<file path="src/rtl/wdt_pkg.sv">
package wdt_pkg;

    localparam logic [7:0] OFF_REV    = 8'h00;
    localparam logic [7:0] OFF_SYSCFG = 8'h10;
    localparam logic [7:0] OFF_CTRL   = 8'h24;
    localparam logic [7:0] OFF_COUNT  = 8'h28;
    localparam logic [7:0] OFF_LOAD   = 8'h2C;
    localparam logic [7:0] OFF_TRIG   = 8'h30;
    localparam logic [7:0] OFF_PEND   = 8'h34;
    localparam logic [7:0] OFF_KEY    = 8'h48;

    localparam logic [15:0] KEY_RUN_A  = 16'hBBBB;
    localparam logic [15:0] KEY_RUN_B  = 16'h4444;
    localparam logic [15:0] KEY_HALT_A = 16'hAAAA;
    localparam logic [15:0] KEY_HALT_B = 16'h5555;

    localparam int SLOT_CTRL = 0;
    localparam int SLOT_LOAD = 1;
    localparam int SLOT_TRIG = 2;
    localparam int SLOT_KEY  = 3;
    localparam int NUM_SLOTS = 4;

    typedef enum logic [1:0] {
        SEQ_IDLE,
        SEQ_RUN_HALF,
        SEQ_HALT_HALF
    } seq_e;

    function automatic logic [7:0] slot_off(int idx);
        case (idx)
            SLOT_CTRL: return OFF_CTRL;
            SLOT_LOAD: return OFF_LOAD;
            SLOT_TRIG: return OFF_TRIG;
            default:   return OFF_KEY;
        endcase
    endfunction

endpackage

</file>
<file path="src/rtl/wdt_post_slot.sv">
module wdt_post_slot #(
    parameter int DW  = 32,
    parameter int LAT = 2
) (
    input  logic          clk,
    input  logic          rst_n,
    input  logic          tick_i,
    input  logic          wr_i,
    input  logic [DW-1:0] wdata_i,
    output logic          pend_o,
    output logic          land_o,
    output logic [DW-1:0] data_o
);
    localparam int AGE_W = $clog2(LAT + 1);
    localparam logic [AGE_W-1:0] LAST_AGE = AGE_W'(LAT - 1);

    typedef struct packed {
        logic             pend;
        logic [AGE_W-1:0] age;
        logic [DW-1:0]    data;
    } slot_t;

    slot_t s_d, s_q;
    logic  land_d;

    always_comb begin
        s_d    = s_q;
        land_d = tick_i && s_q.pend && (s_q.age == LAST_AGE) && !wr_i;
        if (wr_i) begin
            s_d.pend = 1'b1;
            s_d.age  = '0;
            s_d.data = wdata_i;
        end else if (tick_i && s_q.pend) begin
            if (s_q.age == LAST_AGE) begin
                s_d.pend = 1'b0;
                s_d.age  = '0;
            end else begin
                s_d.age = s_q.age + 1'b1;
            end
        end
    end

    always_ff @(posedge clk or negedge rst_n) begin
        if (!rst_n) s_q <= '0;
        else        s_q <= s_d;
    end

    assign pend_o = s_q.pend;
    assign land_o = land_d;
    assign data_o = s_q.data;

    // a host write always leaves the flag raised
    assert_pend_after_write_R3: assert property (@(posedge clk) disable iff (!rst_n)
        wr_i |=> pend_o);

    // a value lands only out of a raised flag, which then drops
    assert_land_clears_R3: assert property (@(posedge clk) disable iff (!rst_n)
        land_o |=> !pend_o);

endmodule

</file>
<file path="src/rtl/wdt_key_seq.sv">
module wdt_key_seq
    import wdt_pkg::*;
#(
    parameter int CW = 32
) (
    input  logic          clk,
    input  logic          rst_n,
    input  logic          land_i,
    input  logic [CW-1:0] word_i,
    output logic          run_o
);
    typedef struct packed {
        seq_e st;
        logic run;
    } seq_t;

    seq_t k_d, k_q;

    always_comb begin
        k_d = k_q;
        if (land_i) begin
            if (word_i == CW'(KEY_RUN_A)) begin
                k_d.st = SEQ_RUN_HALF;
            end else if (word_i == CW'(KEY_HALT_A)) begin
                k_d.st = SEQ_HALT_HALF;
            end else begin
                if (k_q.st == SEQ_RUN_HALF && word_i == CW'(KEY_RUN_B))
                    k_d.run = 1'b1;
                if (k_q.st == SEQ_HALT_HALF && word_i == CW'(KEY_HALT_B))
                    k_d.run = 1'b0;
                k_d.st = SEQ_IDLE;
            end
        end
    end

    always_ff @(posedge clk or negedge rst_n) begin
        if (!rst_n) k_q <= '{st: SEQ_IDLE, run: 1'b0};
        else        k_q <= k_d;
    end

    assign run_o = k_q.run;

    // the counter starts only on the second word of the start pair
    assert_start_key_R4: assert property (@(posedge clk) disable iff (!rst_n)
        $rose(run_o) |-> $past(land_i && word_i == CW'(KEY_RUN_B)));

    // the counter stops only on the second word of the stop pair
    assert_stop_key_R5: assert property (@(posedge clk) disable iff (!rst_n)
        $fell(run_o) |-> $past(land_i && word_i == CW'(KEY_HALT_B)));

    // nothing changes the run state except an applied word
    assert_run_needs_word_R6: assert property (@(posedge clk) disable iff (!rst_n)
        !land_i |=> $stable(run_o));

endmodule

</file>
<file path="src/rtl/wdt_count_core.sv">
module wdt_count_core #(
    parameter int CW = 32,
    parameter int EW = 3
) (
    input  logic          clk,
    input  logic          rst_n,
    input  logic          tick_i,
    input  logic          run_i,
    input  logic          pre_en_i,
    input  logic [EW-1:0] pre_exp_i,
    input  logic          pre_clr_i,
    input  logic          reload_i,
    input  logic [CW-1:0] reload_val_i,
    output logic [CW-1:0] cnt_o,
    output logic          wrap_o
);
    localparam int PW = (1 << EW) - 1;

    typedef struct packed {
        logic [CW-1:0] cnt;
        logic [PW-1:0] pcnt;
        logic          wrap;
    } core_t;

    core_t c_d, c_q;
    logic [PW-1:0] mask;
    logic          step;

    always_comb begin
        mask = ~({PW{1'b1}} << pre_exp_i);
        step = run_i && tick_i && (!pre_en_i || c_q.pcnt == mask);
        c_d      = c_q;
        c_d.wrap = 1'b0;
        if (reload_i) begin
            c_d.cnt = reload_val_i;
        end else if (step) begin
            if (&c_q.cnt) begin
                c_d.cnt  = reload_val_i;
                c_d.wrap = 1'b1;
            end else begin
                c_d.cnt = c_q.cnt + 1'b1;
            end
        end
        if (!run_i || pre_clr_i) begin
            c_d.pcnt = '0;
        end else if (tick_i && pre_en_i) begin
            c_d.pcnt = (c_q.pcnt == mask) ? '0 : c_q.pcnt + 1'b1;
        end
    end

    always_ff @(posedge clk or negedge rst_n) begin
        if (!rst_n) c_q <= '0;
        else        c_q <= c_d;
    end

    assign cnt_o  = c_q.cnt;
    assign wrap_o = c_q.wrap;

    // while stopped and not reloaded the counter holds
    assert_hold_when_stopped_R10: assert property (@(posedge clk) disable iff (!rst_n)
        (!run_i && !reload_i) |=> $stable(cnt_o));

    // without a tick the counter cannot step
    assert_no_step_without_tick_R10: assert property (@(posedge clk) disable iff (!rst_n)
        (!tick_i) |=> $stable(cnt_o));

    // a reset request follows only an all-ones count
    assert_wrap_from_max_R8: assert property (@(posedge clk) disable iff (!rst_n)
        wrap_o |-> &($past(cnt_o)));

endmodule

</file>
<file path="src/rtl/wdt_keyed_top.sv">
module wdt_keyed_top
    import wdt_pkg::*;
#(
    parameter int          CW     = 32,
    parameter int          EW     = 3,
    parameter int          LAT    = 2,
    parameter int          AW     = 8,
    parameter logic [31:0] REV_ID = 32'h0000_0031
) (
    input  logic          clk,
    input  logic          rst_n,
    input  logic          tick_i,
    input  logic          wr_en_i,
    input  logic [AW-1:0] addr_i,
    input  logic [CW-1:0] wdata_i,
    output logic [CW-1:0] rdata_o,
    output logic          rst_req_o
);
    localparam int            EXP_LSB   = 2;
    localparam int            EN_POS    = EXP_LSB + EW;
    localparam logic [CW-1:0] CTRL_MASK = CW'(((1 << (EW + 1)) - 1) << EXP_LSB);

    logic [NUM_SLOTS-1:0] slot_wr, slot_pend, slot_land;
    logic [CW-1:0]        slot_data [NUM_SLOTS];

    for (genvar g = 0; g < NUM_SLOTS; g++) begin : g_slot
        assign slot_wr[g] = wr_en_i && (addr_i == AW'(slot_off(g)));
        wdt_post_slot #(.DW(CW), .LAT(LAT)) u_slot (
            .clk     (clk),
            .rst_n   (rst_n),
            .tick_i  (tick_i),
            .wr_i    (slot_wr[g]),
            .wdata_i (wdata_i),
            .pend_o  (slot_pend[g]),
            .land_o  (slot_land[g]),
            .data_o  (slot_data[g])
        );
    end

    typedef struct packed {
        logic          pre_en;
        logic [EW-1:0] pre_exp;
        logic [CW-1:0] load;
        logic [CW-1:0] trig;
        logic          auto_gate;
    } regs_t;

    regs_t r_d, r_q;
    logic [CW-1:0] load_eff;
    logic          trig_hit;
    logic          run;
    logic [CW-1:0] cnt;
    logic          wrap;
    logic [CW-1:0] pend_word;

    always_comb begin
        r_d      = r_q;
        load_eff = slot_land[SLOT_LOAD] ? slot_data[SLOT_LOAD] : r_q.load;
        trig_hit = slot_land[SLOT_TRIG] && (slot_data[SLOT_TRIG] != r_q.trig);
        if (slot_land[SLOT_CTRL]) begin
            r_d.pre_en  = slot_data[SLOT_CTRL][EN_POS];
            r_d.pre_exp = slot_data[SLOT_CTRL][EXP_LSB +: EW];
        end
        r_d.load = load_eff;
        if (slot_land[SLOT_TRIG]) r_d.trig = slot_data[SLOT_TRIG];
        if (wr_en_i && addr_i == AW'(OFF_SYSCFG)) r_d.auto_gate = wdata_i[0];
    end

    always_ff @(posedge clk or negedge rst_n) begin
        if (!rst_n) r_q <= '0;
        else        r_q <= r_d;
    end

    wdt_key_seq #(.CW(CW)) u_seq (
        .clk    (clk),
        .rst_n  (rst_n),
        .land_i (slot_land[SLOT_KEY]),
        .word_i (slot_data[SLOT_KEY]),
        .run_o  (run)
    );

    wdt_count_core #(.CW(CW), .EW(EW)) u_core (
        .clk          (clk),
        .rst_n        (rst_n),
        .tick_i       (tick_i),
        .run_i        (run),
        .pre_en_i     (r_q.pre_en),
        .pre_exp_i    (r_q.pre_exp),
        .pre_clr_i    (slot_land[SLOT_CTRL]),
        .reload_i     (trig_hit),
        .reload_val_i (load_eff),
        .cnt_o        (cnt),
        .wrap_o       (wrap)
    );

    always_comb begin
        pend_word    = '0;
        pend_word[0] = slot_pend[SLOT_CTRL];
        pend_word[2] = slot_pend[SLOT_LOAD];
        pend_word[3] = slot_pend[SLOT_TRIG];
        pend_word[4] = slot_pend[SLOT_KEY];
    end

    always_comb begin
        case (addr_i)
            AW'(OFF_REV):    rdata_o = CW'(REV_ID);
            AW'(OFF_SYSCFG): rdata_o = CW'(r_q.auto_gate);
            AW'(OFF_CTRL):   rdata_o = slot_data[SLOT_CTRL] & CTRL_MASK;
            AW'(OFF_COUNT):  rdata_o = cnt;
            AW'(OFF_LOAD):   rdata_o = slot_data[SLOT_LOAD];
            AW'(OFF_TRIG):   rdata_o = slot_data[SLOT_TRIG];
            AW'(OFF_PEND):   rdata_o = pend_word;
            AW'(OFF_KEY):    rdata_o = slot_data[SLOT_KEY];
            default:         rdata_o = '0;
        endcase
    end

    assign rst_req_o = wrap;

    // an applied trigger word that differs from the last one loads the counter
    assert_trig_reload_R7: assert property (@(posedge clk) disable iff (!rst_n)
        (slot_land[SLOT_TRIG] && slot_data[SLOT_TRIG] != r_q.trig) |=> cnt == r_q.load);

    // the reset request leaves the counter at the applied load value
    assert_wrap_reload_R8: assert property (@(posedge clk) disable iff (!rst_n)
        rst_req_o |-> cnt == r_q.load);

endmodule

</file>
<file path="config.mk">
export PLATFORM = sky130hd
export DESIGN_NAME = wdt_keyed_top
export DESIGN_NICKNAME = d
export VERILOG_FILES = /design/src/rtl/wdt_pkg.sv /design/src/rtl/wdt_post_slot.sv /design/src/rtl/wdt_key_seq.sv /design/src/rtl/wdt_count_core.sv /design/src/rtl/wdt_keyed_top.sv
export SDC_FILE = /design/constraint.sdc
export NUM_CORES = 1
export LEC_CHECK = 0
export BUFFER_PORTS_ARGS = -buffer_cell sky130_fd_sc_hd__buf_4
export CELL_PAD_IN_SITES_DETAIL_PLACEMENT = 1
export CELL_PAD_IN_SITES_GLOBAL_PLACEMENT = 1
export CORE_UTILIZATION = 49
export DETAILED_ROUTE_END_ITERATION = 10
export PLACE_DENSITY = 0.91
export SYNTH_ARGS = -nofsm -noshare
export SYNTH_HDL_FRONTEND = slang
export SYNTH_SLANG_ARGS = --single-unit
</file>
<file path="constraint.sdc">
create_clock -name clk -period 2.7 [get_ports clk]
set_input_delay 0.135 -clock clk [delete_from_list [all_inputs] [get_ports clk]]
set_output_delay 0.135 -clock clk [all_outputs]
set_load 0.005 [all_outputs]
</file>
==> impl_metrics.yaml, run 1 <==
finish:
  syn2layout_area_growth_pct: 21.96
  drive_above_1_share_pct: 33.77
  instances_no_fill: 1349
  nets: 1098
  nFillCells: 2163
  diodes: 0
clocking:
  cts_made_buffers: 24
  numClockSinks: 224
  clkTransAtPathRegs_ps: 60
  clock_latency_ps: 530
  cts_tree: "yes"
  clk_path_buf_depth: 3
  cts-root-buf: "clkbuf_16"
  htreeDepth: 1
detailed_routing:
  drc: 0
  dr.pass1.iters: 5
  num_vias: 9233
  wire_per_inst_um: 31.03
  ant_nets: 0
  initialDrtViolationCount: 897
  wl_mm: 41.85
  viasPerCell: 6.844
place:
  pre_cts_slack_ps: 70.94
  gp_congestion: 0.9232
  port_buffers: 76
  dp_cells: 1269
  hpwl_mm: 24.24
synthesis:
  synth_warnings: 0
  syn-num-nets: 971
  syn_area_sq_mm: 0.01082
  synth_seq_cells: 224
  synthFlopType: "dfrtp_1"
  yosys.area.top_type: "dfrtp_1"
  yosysUniqueCellTypes: 60
  ys_seq_area_share_pct: 51.80
  synth_common_cells: "224 x dfrtp_1, 176 x mux2_2, 80 x nand2_1, 47 x a22oi_1, 42 x nor2_1"
  netlist_instances: 925
  yosysMostFrequentCell: "dfrtp_1"
  yosys-top-cells-area: "dfrtp_1 52%, mux2_2 18%, a22oi_1 3.3%"
  async_flop_share_pct: 100.0
  synth_top_cell_area_share_pct: 51.80
  synth_edf_count: 0
  synth_area_per_cell_sq_um: 11.70
timing:
  hold_viol: 0
  finalCriticalPeriod_ps: 2749
  slew_violations: 0
  setup_viol: 1
  clock.fmax_ghz: 0.3638
  fin_crit_sh_pct: 101.8
  layout_setup_ws_ps: -49.14
  finClkSkew_ps: 16.49
  tightest_slew_ps: 703.6
  slew_headroom_pct: 53.10
pwr:
  switching_share_pct: 27.49
  p_int_mw: 5.975
  p_comb_share_pct: 9.7
  ir_drop_mv: 0.5438
  p_sw_mw: 2.266
  p_leak_nw: 6.291
  power_density_mw_per_mm2: 624.4
  seq_power_share_pct: 47.0
  p_clk_share_pct: 43.3
global_routing:
  grt_overflow_total: 0
  track_usage_pct: 37.98
  antenna_found_initial: 1
  grt_max_degree: 85
  grt_pass1_vias: 10126
  grt_pass1_wl_mm: 63.07
worst_setup_path:
  critPathLaunchType: "flip-flop"
  path_class: "reg -> reg"
  crit_required_ps: 3160
  cp-end-kind: "flip-flop"
  cp_max_fo: 6
  arrival_ps: 3210
flow_run:
  drv_cap: 0
die:
  core.rowCount: 54
  io_pins: 77
  initial_utilization_pct: 49.74
  design.core.area_sq_mm: 0.02176
  die_area_sq_mm: 0.02268
  die-height_um: 150.6
  die_x_um: 150.6
outcome:
  outcome: "finished with violations"
  failed_checks: "negative setup slack"
hold_path:
  hold_class: "in -> reg"
-- registers in the layout (all words and copies together), names as in the netlist --
signal                count
u_seq.k_q                 2
u_core.cnt_o             32
g_slot.u_slot.s_q         8
g_slot.u_slot.pend_o      4
r_q                      69
g_slot.u_slot.data_o    100
u_core.c_q                7
u_seq.run_o               1
u_core.wrap_o             1
-- worst max-delay path, cell delays in order (launching register included) --
cell and delay, ps:
dfrtp_1 500, nand3_1 320, nor3_1 480, nand2_1 270, nor2_1 270, buf_4 190
a31oi_1 80, a21oi_1 330, o22a_1 240
-- placed cells by master (no fill, tap or decap), types with 19 or more instances in the layout --
master	instances
mux2_2	176
xnor2_1	32
o21ai_0	21
nand4_1	19
clkbuf_16	25
buf_4	107
nand2_1	80
a22oi_1	47
dlygate4sd3_1	34
nor2_1	38
nand3_1	37
dfrtp_1	224
-- layout make-up --
| type | count | area [sq um] | share of cell area [%] |
|---|---|---|---|
| Inverter | 8 | 30.03 | 0.2275 |
| Clock buffer | 38 | 734.5 | 5.565 |
| Multi-Input combinational cell | 645 | 5101 | 38.65 |
| Sequential cell | 224 | 5605 | 42.47 |
| Clock inverter | 5 | 77.57 | 0.5878 |
| Timing Repair Buffer | 149 | 1299 | 9.841 |
| Tap cell | 280 | 350.3 | 2.655 |
-- logic make-up after synthesis --
| logic type | count (synthesis) | synth area share, % |
|---|---|---|
| XOR/XNOR | 38 | 3.076 |
| flip-flops | 224 | 51.80 |
| multiplexers | 177 | 18.41 |
| buffers and inverters | 56 | 2.081 |
| adder cells (fa/ha/maj) | 2 | 0.2312 |
| AO/OA/AOI/OAI | 167 | 11.86 |
| AND/OR/NAND/NOR | 261 | 12.54 |
-- metrics by stage --
step | TNS, ps | utilization [%] | total power [mW] | hold slack, ps | instance area, sq um
2_1_floorplan | 0 | - | 4.158 | -160.6 | 10820
3_3_place_gp | 0 | 54.84 | 4.487 | 182.0 | 11930
4_1_cts | 0 | 60.25 | 8.117 | 6.677 | 13110
6_report | -49.14 | 60.66 | 8.241 | 13.10 | 13200
3_5_place_dp | 0 | 54.84 | 4.563 | 189.9 | 11930
5_1_grt | -153.8 | 60.66 | 8.407 | 37.70 | 13200
-- metal layers --
metal,vias up,GRT usage (%),routed length (um)
met5,-,0,13
met4,2,28.35,3557
met3,247,6.242,2923
met2,655,63.62,20570
met1,4642,43.83,14790
li1,3687,-,-
-- power groups by stage --
stage          clock network [mW]  logic (mW)  registers (mW)
2_1_floorplan                   0       0.383            3.77
3_3_place_gp                    0       0.635            3.85
3_5_place_dp                    0       0.679            3.88
4_1_cts                      3.51       0.758            3.85
5_1_grt                      3.66       0.858            3.89
6_report                     3.57       0.803            3.87
-- final timing paths --
check,startpoint,endpoint,slack [ps],cells past startpoint
setup / recovery,u_core.cnt_o[3],u_core.cnt_o[29],-50,8
hold / removal,addr_i[4],r_q[0],10,3
setup reg to reg,u_core.cnt_o[3],u_core.cnt_o[29],-50,8
hold reg to reg,u_seq.k_q[1],u_seq.run_o,510,1
max in group asynchronous,rst_n,u_core.cnt_o[10],1620,3
min in group asynchronous,rst_n,u_core.c_q[3],190,2
-- what timing repair did --
action / 4_1_cts / 5_1_grt
buffers inserted: 0 / 3
hold endpoints to repair: 185 / 0
hold buffers: 34 / 0
pin swaps: 0 / 3
resized for setup: 5 / 13
setup endpoints to repair: 11 / 15
Note: power is estimated with default switching activity, not from simulation.
==> inputs of run 2 (changes only) <==
--- a/config.mk
+++ b/config.mk
@@ -8,6 +8,8 @@
 export BUFFER_PORTS_ARGS = -buffer_cell sky130_fd_sc_hd__buf_4
 export CELL_PAD_IN_SITES_DETAIL_PLACEMENT = 1
 export CELL_PAD_IN_SITES_GLOBAL_PLACEMENT = 1
+export CORE_ASPECT_RATIO = 1.1
+export CORE_MARGIN = 3
 export CORE_UTILIZATION = 49
 export DETAILED_ROUTE_END_ITERATION = 10
 export PLACE_DENSITY = 0.91
==> run 2 against run 1 <==
The flow still finishes with violations (negative setup slack). Core utilization up 0.55 points. Sequential share of layout area up 0.11 points. Cell count up 0.82%. Critical path depth up 2. Worst setup slack better by 28 ps. Clock-buffer cell count down 6. Register-to-register slack better by 30 ps. Clock power up 2%. Sequential cell count unchanged. Critical endpoint is now u_core.cnt_o[25].
==> impl_metrics.yaml, run 2 (synthesized netlist as in run 1, its figures left out) <==
timing:
  tns_ps: -31.00
  fin_crit_sh_pct: 100.8
  hold_viol: 0
  layout_setup_ws_ps: -20.93
  setup_viol: 3
  finalCriticalPeriod_ps: 2721
  slew_headroom_pct: 53.43
  clock.fmax_ghz: 0.3675
  tightest_slew_ps: 698.5
  slew_violations: 0
  hold_ws_ps: 50.06
  finClkSkew_ps: 26.39
die:
  core.rowCount: 56
  die-height_um: 161.9
  design.core.area_sq_mm: 0.02151
  initial_utilization_pct: 50.31
  io_pins: 77
  die_area_sq_mm: 0.02391
  die_x_um: 147.7
worst_setup_path:
  crit_required_ps: 3140
  path_class: "reg -> reg"
  cp-end-kind: "flip-flop"
  arrival_ps: 3160
  cp_max_fo: 6
  critPathLaunchType: "flip-flop"
  r2r_slack_ps: -20
finish:
  final_core_util_pct: 61.21
  syn2layout_area_growth_pct: 21.67
  final_area_sq_mm: 0.01317
  diodes: 0
  largest_reg_flops: 100
  drive_above_1_share_pct: 33.18
  nFillCells: 2155
  layout_commonest_cell: "dfrtp_1"
  mostFrequentLayoutCells: "223 x dfrtp_1, 176 x mux2_2, 106 x buf_4"
  nets: 1099
  instances_no_fill: 1360
place:
  dp_cells: 1278
  dpl_cell_area_sq_mm: 0.01194
  port_buffers: 76
  hpwl_mm: 24.15
  gp_congestion: 0.9158
  pre_cts_slack_ps: 87.66
detailed_routing:
  initialDrtViolationCount: 978
  dr.pass1.iters: 6
  ant_nets: 0
  wl_mm: 41.61
  wire_per_inst_um: 30.60
  viasPerCell: 6.720
  num_vias: 9139
  drc: 0
global_routing:
  grt_pass1_wl_mm: 63.26
  grt_max_degree: 82
  grt_overflow_total: 0
  antenna_found_initial: 0
  track_usage_pct: 34.50
  grt_pass1_vias: 9964
clocking:
  clkTransAtPathRegs_ps: 60
  clk_path_buf_depth: 3
  htreeDepth: 1
  clock_latency_ps: 550
  cts_tree: "yes"
  cts-root-buf: "clkbuf_16"
  numClockSinks: 224
  cts_made_buffers: 25
hold_path:
  hold_class: "in -> reg"
pwr:
  ir_drop_mv: 0.5670
  power_mw: 8.267
  power_density_mw_per_mm2: 627.9
  p_leak_nw: 6.268
outcome:
  outcome: "finished with violations"
  failed_checks: "negative setup slack"
flow_run:
  drv_cap: 0
run 2: changes by cell type in the layout (fill, tap and decap cells not counted), moves of 2 or more:
cell and delta:
nor2_2 -2, clkbuf_8 -2, nor2_4 -2, nor2_1 +4, a311oi_1 +2, a311oi_2 -2, clkinv_2 +4, xnor2_1 +2
xnor2_2 -2, clkbuf_1 -4
run 2: worst max-delay path: stages (launching register included):
cell,delay [ps]
dfrtp_2,440
ha_1,230
nand2_1,150
nor3_1,310
buf_4,200
nand4_1,230
nor2_1,340
buf_4,210
a21o_1,300
nand2_1,130
o21ai_0,90
run 2: worst paths after layout:
path,start,endpoint,cells after the start
worst max-delay path,u_core.cnt_o[0],u_core.cnt_o[25],10
worst min-delay path,addr_i[4],r_q[0],3
worst max register to register,u_core.cnt_o[0],u_core.cnt_o[25],10
worst min register to register,r_q[36],r_q[36],1
max in group asynchronous,rst_n,u_core.cnt_o[12],3
min in group asynchronous,rst_n,u_core.c_q[7],2
run 2: report_power, final:
group          switching, mW  internal (mW)  total, mW
logic                  0.425          0.364      0.789
clock network           1.53           2.10       3.63
registers              0.288           3.56       3.85
run 2: routing by layer:
metal / routed length [um] / GRT usage, % / vias up
met5: 0 / 0 / -
met4: 3079 / 20.25 / 0
li1: - / - / 3693
met1: 14920 / 40.49 / 4679
met2: 20900 / 60.50 / 569
met3: 2709 / 4.715 / 198
run 2: what timing repair did:
| item | CTS | global route |
|---|---|---|
| hold buffers | 35 | 0 |
| resized for setup | 0 | 5 |
| setup endpoints to repair | 0 | 20 |
| buffers inserted | 0 | 3 |
| endpoints found under the hold margin | 184 | 0 |
run 2: final cells by class:
class	instances	area, sq um	area share (%)
Multi-Input combinational cell	645	5029	38.19
Clock buffer	32	691.9	5.255
Sequential cell	224	5607	42.58
Clock inverter	12	145.1	1.102
Tap cell	290	362.8	2.756
Timing Repair Buffer	149	1301	9.883
Inverter	8	30.03	0.2281
==> inputs of run 3 (changes only) <==
--- a/config.mk
+++ b/config.mk
@@ -10,9 +10,10 @@
 export CELL_PAD_IN_SITES_GLOBAL_PLACEMENT = 1
 export CORE_ASPECT_RATIO = 1.1
 export CORE_MARGIN = 3
-export CORE_UTILIZATION = 49
+export CORE_UTILIZATION = 50
 export DETAILED_ROUTE_END_ITERATION = 10
-export PLACE_DENSITY = 0.91
+export PLACE_DENSITY = 0.84
+export SLEW_MARGIN = 20
 export SYNTH_ARGS = -nofsm -noshare
 export SYNTH_HDL_FRONTEND = slang
 export SYNTH_SLANG_ARGS = --single-unit
==> constraint.sdc (replaced) <==
create_clock -name clk -period 3.4 [get_ports clk]
set_input_delay 0.17 -clock clk [delete_from_list [all_inputs] [get_ports clk]]
set_output_delay 0.17 -clock clk [all_outputs]
set_load 0.005 [all_outputs]
==> run 3 against run 2 <==
The run now ends clean. Via count decreased by 4.3%. Sequential power decreased by 21%. Sequential cell count unchanged. Maximum frequency decreased by 10%. Sequential share of layout area increased by 0.32 points.
==> impl_metrics.yaml, run 3 (synthesized netlist as in run 1, its figures left out) <==
hold_path:
  hold_class: "in -> reg"
  worstHoldEndpoint: "g_slot[0].u_slot.pend_o"
  whs_path_depth: 4
  hold_start: "tick_i"
flow_run:
  drv_cap: 0
worst_setup_path:
  cp_top_family: "simple AND/OR/NAND/NOR gates"
  crit_required_ps: 3780
  r2r_cells: 8
  path_cells: "or4_1 > a311oi_1 > o31a_1 > o21a_1 > buf_4 > nand2_1 > nor2_1 > a311oi_1"
  r2r_slack_ps: 370
  crit_top_cell: "a311oi_1"
  arrival_ps: 3410
  slowest_delay_ps: 550
  cpMaxStageDelayCell: "or4_1"
  path_class: "reg -> reg"
  path_buf_inv: 1
  cp_max_fo: 28
  r2r-start: "u_core.c_q[2]"
  cp-end-kind: "flip-flop"
  critPathLaunchType: "flip-flop"
  r2r-end: "u_core.cnt_o[7]"
die:
  die_area_sq_mm: 0.02345
  die_x_um: 146.3
  design.core.area_sq_mm: 0.02092
  io_pins: 77
  die-height_um: 160.3
  initial_utilization_pct: 51.73
  core.rowCount: 55
finish:
  nets: 1082
  largest_reg_flops: 100
  mostFrequentLayoutCells: "224 x dfrtp_1, 176 x mux2_2, 95 x buf_4"
  layout_commonest_cell: "dfrtp_1"
  diodes: 0
  drive_above_1_share_pct: 31.97
  instances_no_fill: 1339
  syn2layout_area_growth_pct: 20.74
timing:
  slew_headroom_pct: 37.41
  clock.fmax_ghz: 0.3306
  hold_viol: 0
  setup_viol: 0
  tns_ps: 0
  tightest_slew_ps: 929.0
  finalCriticalPeriod_ps: 3025
  fin_crit_sh_pct: 88.97
  rsz0062_at_grt: "no"
  hold_ws_ps: 44.28
  finClkSkew_ps: 24.45
  slew_violations: 0
clocking:
  cts_tree: "yes"
  postCtsSetupBuffers: 0
  numClockSinks: 224
  clk_path_buf_depth: 3
  cts_made_buffers: 25
  clkTransAtPathRegs_ps: 70
  htreeDepth: 1
  cts-root-buf: "clkbuf_16"
  clock_latency_ps: 560
detailed_routing:
  dr_wl_met3_mm: 2.009
  viasPerCell: 6.533
  initialDrtViolationCount: 755
  ant_nets: 0
  top_layer: "met4"
  drc: 0
  wl_mm: 38.68
  wl_met1_mm: 14.65
  wl_met2_mm: 19.93
  num_vias: 8748
  dr.pass1.iters: 6
  wire_per_inst_um: 28.89
place:
  dp_cells: 1260
  hpwl_mm: 22.69
  port_buffers: 76
  gp_congestion: 0.9080
global_routing:
  grt_pass1_vias: 9516
  track_usage_pct: 32.86
  antenna_found_initial: 0
  grt_overflow_total: 0
  grt_pass1_wl_mm: 59.62
  grt_max_degree: 120
outcome:
  outcome: "complete, no violations"
pwr:
  power_density_mw_per_mm2: 525.8
  power_mw: 6.870
  ir_drop_mv: 0.4698
  p_leak_nw: 6.209
run 3: changes by cell type in the layout (fill, tap and decap cells not counted), moves of 2 or more:
cell | previous run | this run
buf_12 | 7 | 2
clkinvlp_4 | 1 | 3
buf_4 | 106 | 95
clkinv_2 | 6 | 3
bufinv_16 | 3 | 7
run 3: what timing repair did:
action	in CTS	in global routing
hold endpoints to repair	221	0
resized for setup	0	0
hold buffers	34	0
run 3: how the worst max path moves through the flow:
stage | start | end | slack [ps] | cells past startpoint
floorplan | u_core.c_q[2] | u_core.cnt_o[16] | 1020 | 9
global placement | u_core.c_q[2] | u_core.cnt_o[16] | 640 | 8
detailed placement | u_core.c_q[2] | u_core.cnt_o[7] | 540 | 8
CTS | u_core.c_q[2] | u_core.cnt_o[9] | 430 | 8
global route | u_core.c_q[2] | u_core.cnt_o[7] | 250 | 8
finish | u_core.c_q[2] | u_core.cnt_o[7] | 370 | 8
run 3: layout make-up:
type,count,area (sq um)
clock buffer,31,688.2
sequential,224,5605
tap,285,356.6
multi-input combinational,645,5010
inverter,8,30.03
fill,2116,7854
timing repair buffer,132,1109
clock inverter,14,267.8
run 3: worst reg2reg max path, stage by stage, from the launching register on:
cell      delay (ps)
dfrtp_1          440
or4_1            550
a311oi_1         340
o31a_1           180
o21a_1           140
buf_4            340
nand2_1          130
nor2_1           520
a311oi_1         230
run 3: per-layer routing:
metal / global-route usage [%] / up-vias
met4: 15.53 / 0
met3: 4.599 / 131
met5: 0 / -
met1: 39.47 / 4542
li1: - / 3662
met2: 58.37 / 413
run 3: metrics by stage:
step | setup slack [ps] | util [%] | cell area, sq um
2_1_floorplan | 1022 | - | 10820
3_3_place_gp | 635.6 | 56.26 | 11770
3_5_place_dp | 538.3 | 56.26 | 11770
4_1_cts | 429.1 | 62.46 | 13070
5_1_grt | 250.2 | 62.46 | 13070
6_report | 374.9 | 62.46 | 13070
run 3: power by group:
part	switching (mW)	leakage, nW	internal (mW)
sequential	0.224	3.10	2.83
clock	1.26	0.460	1.98
combinational	0.314	2.65	0.270
total	1.79	6.21	5.08
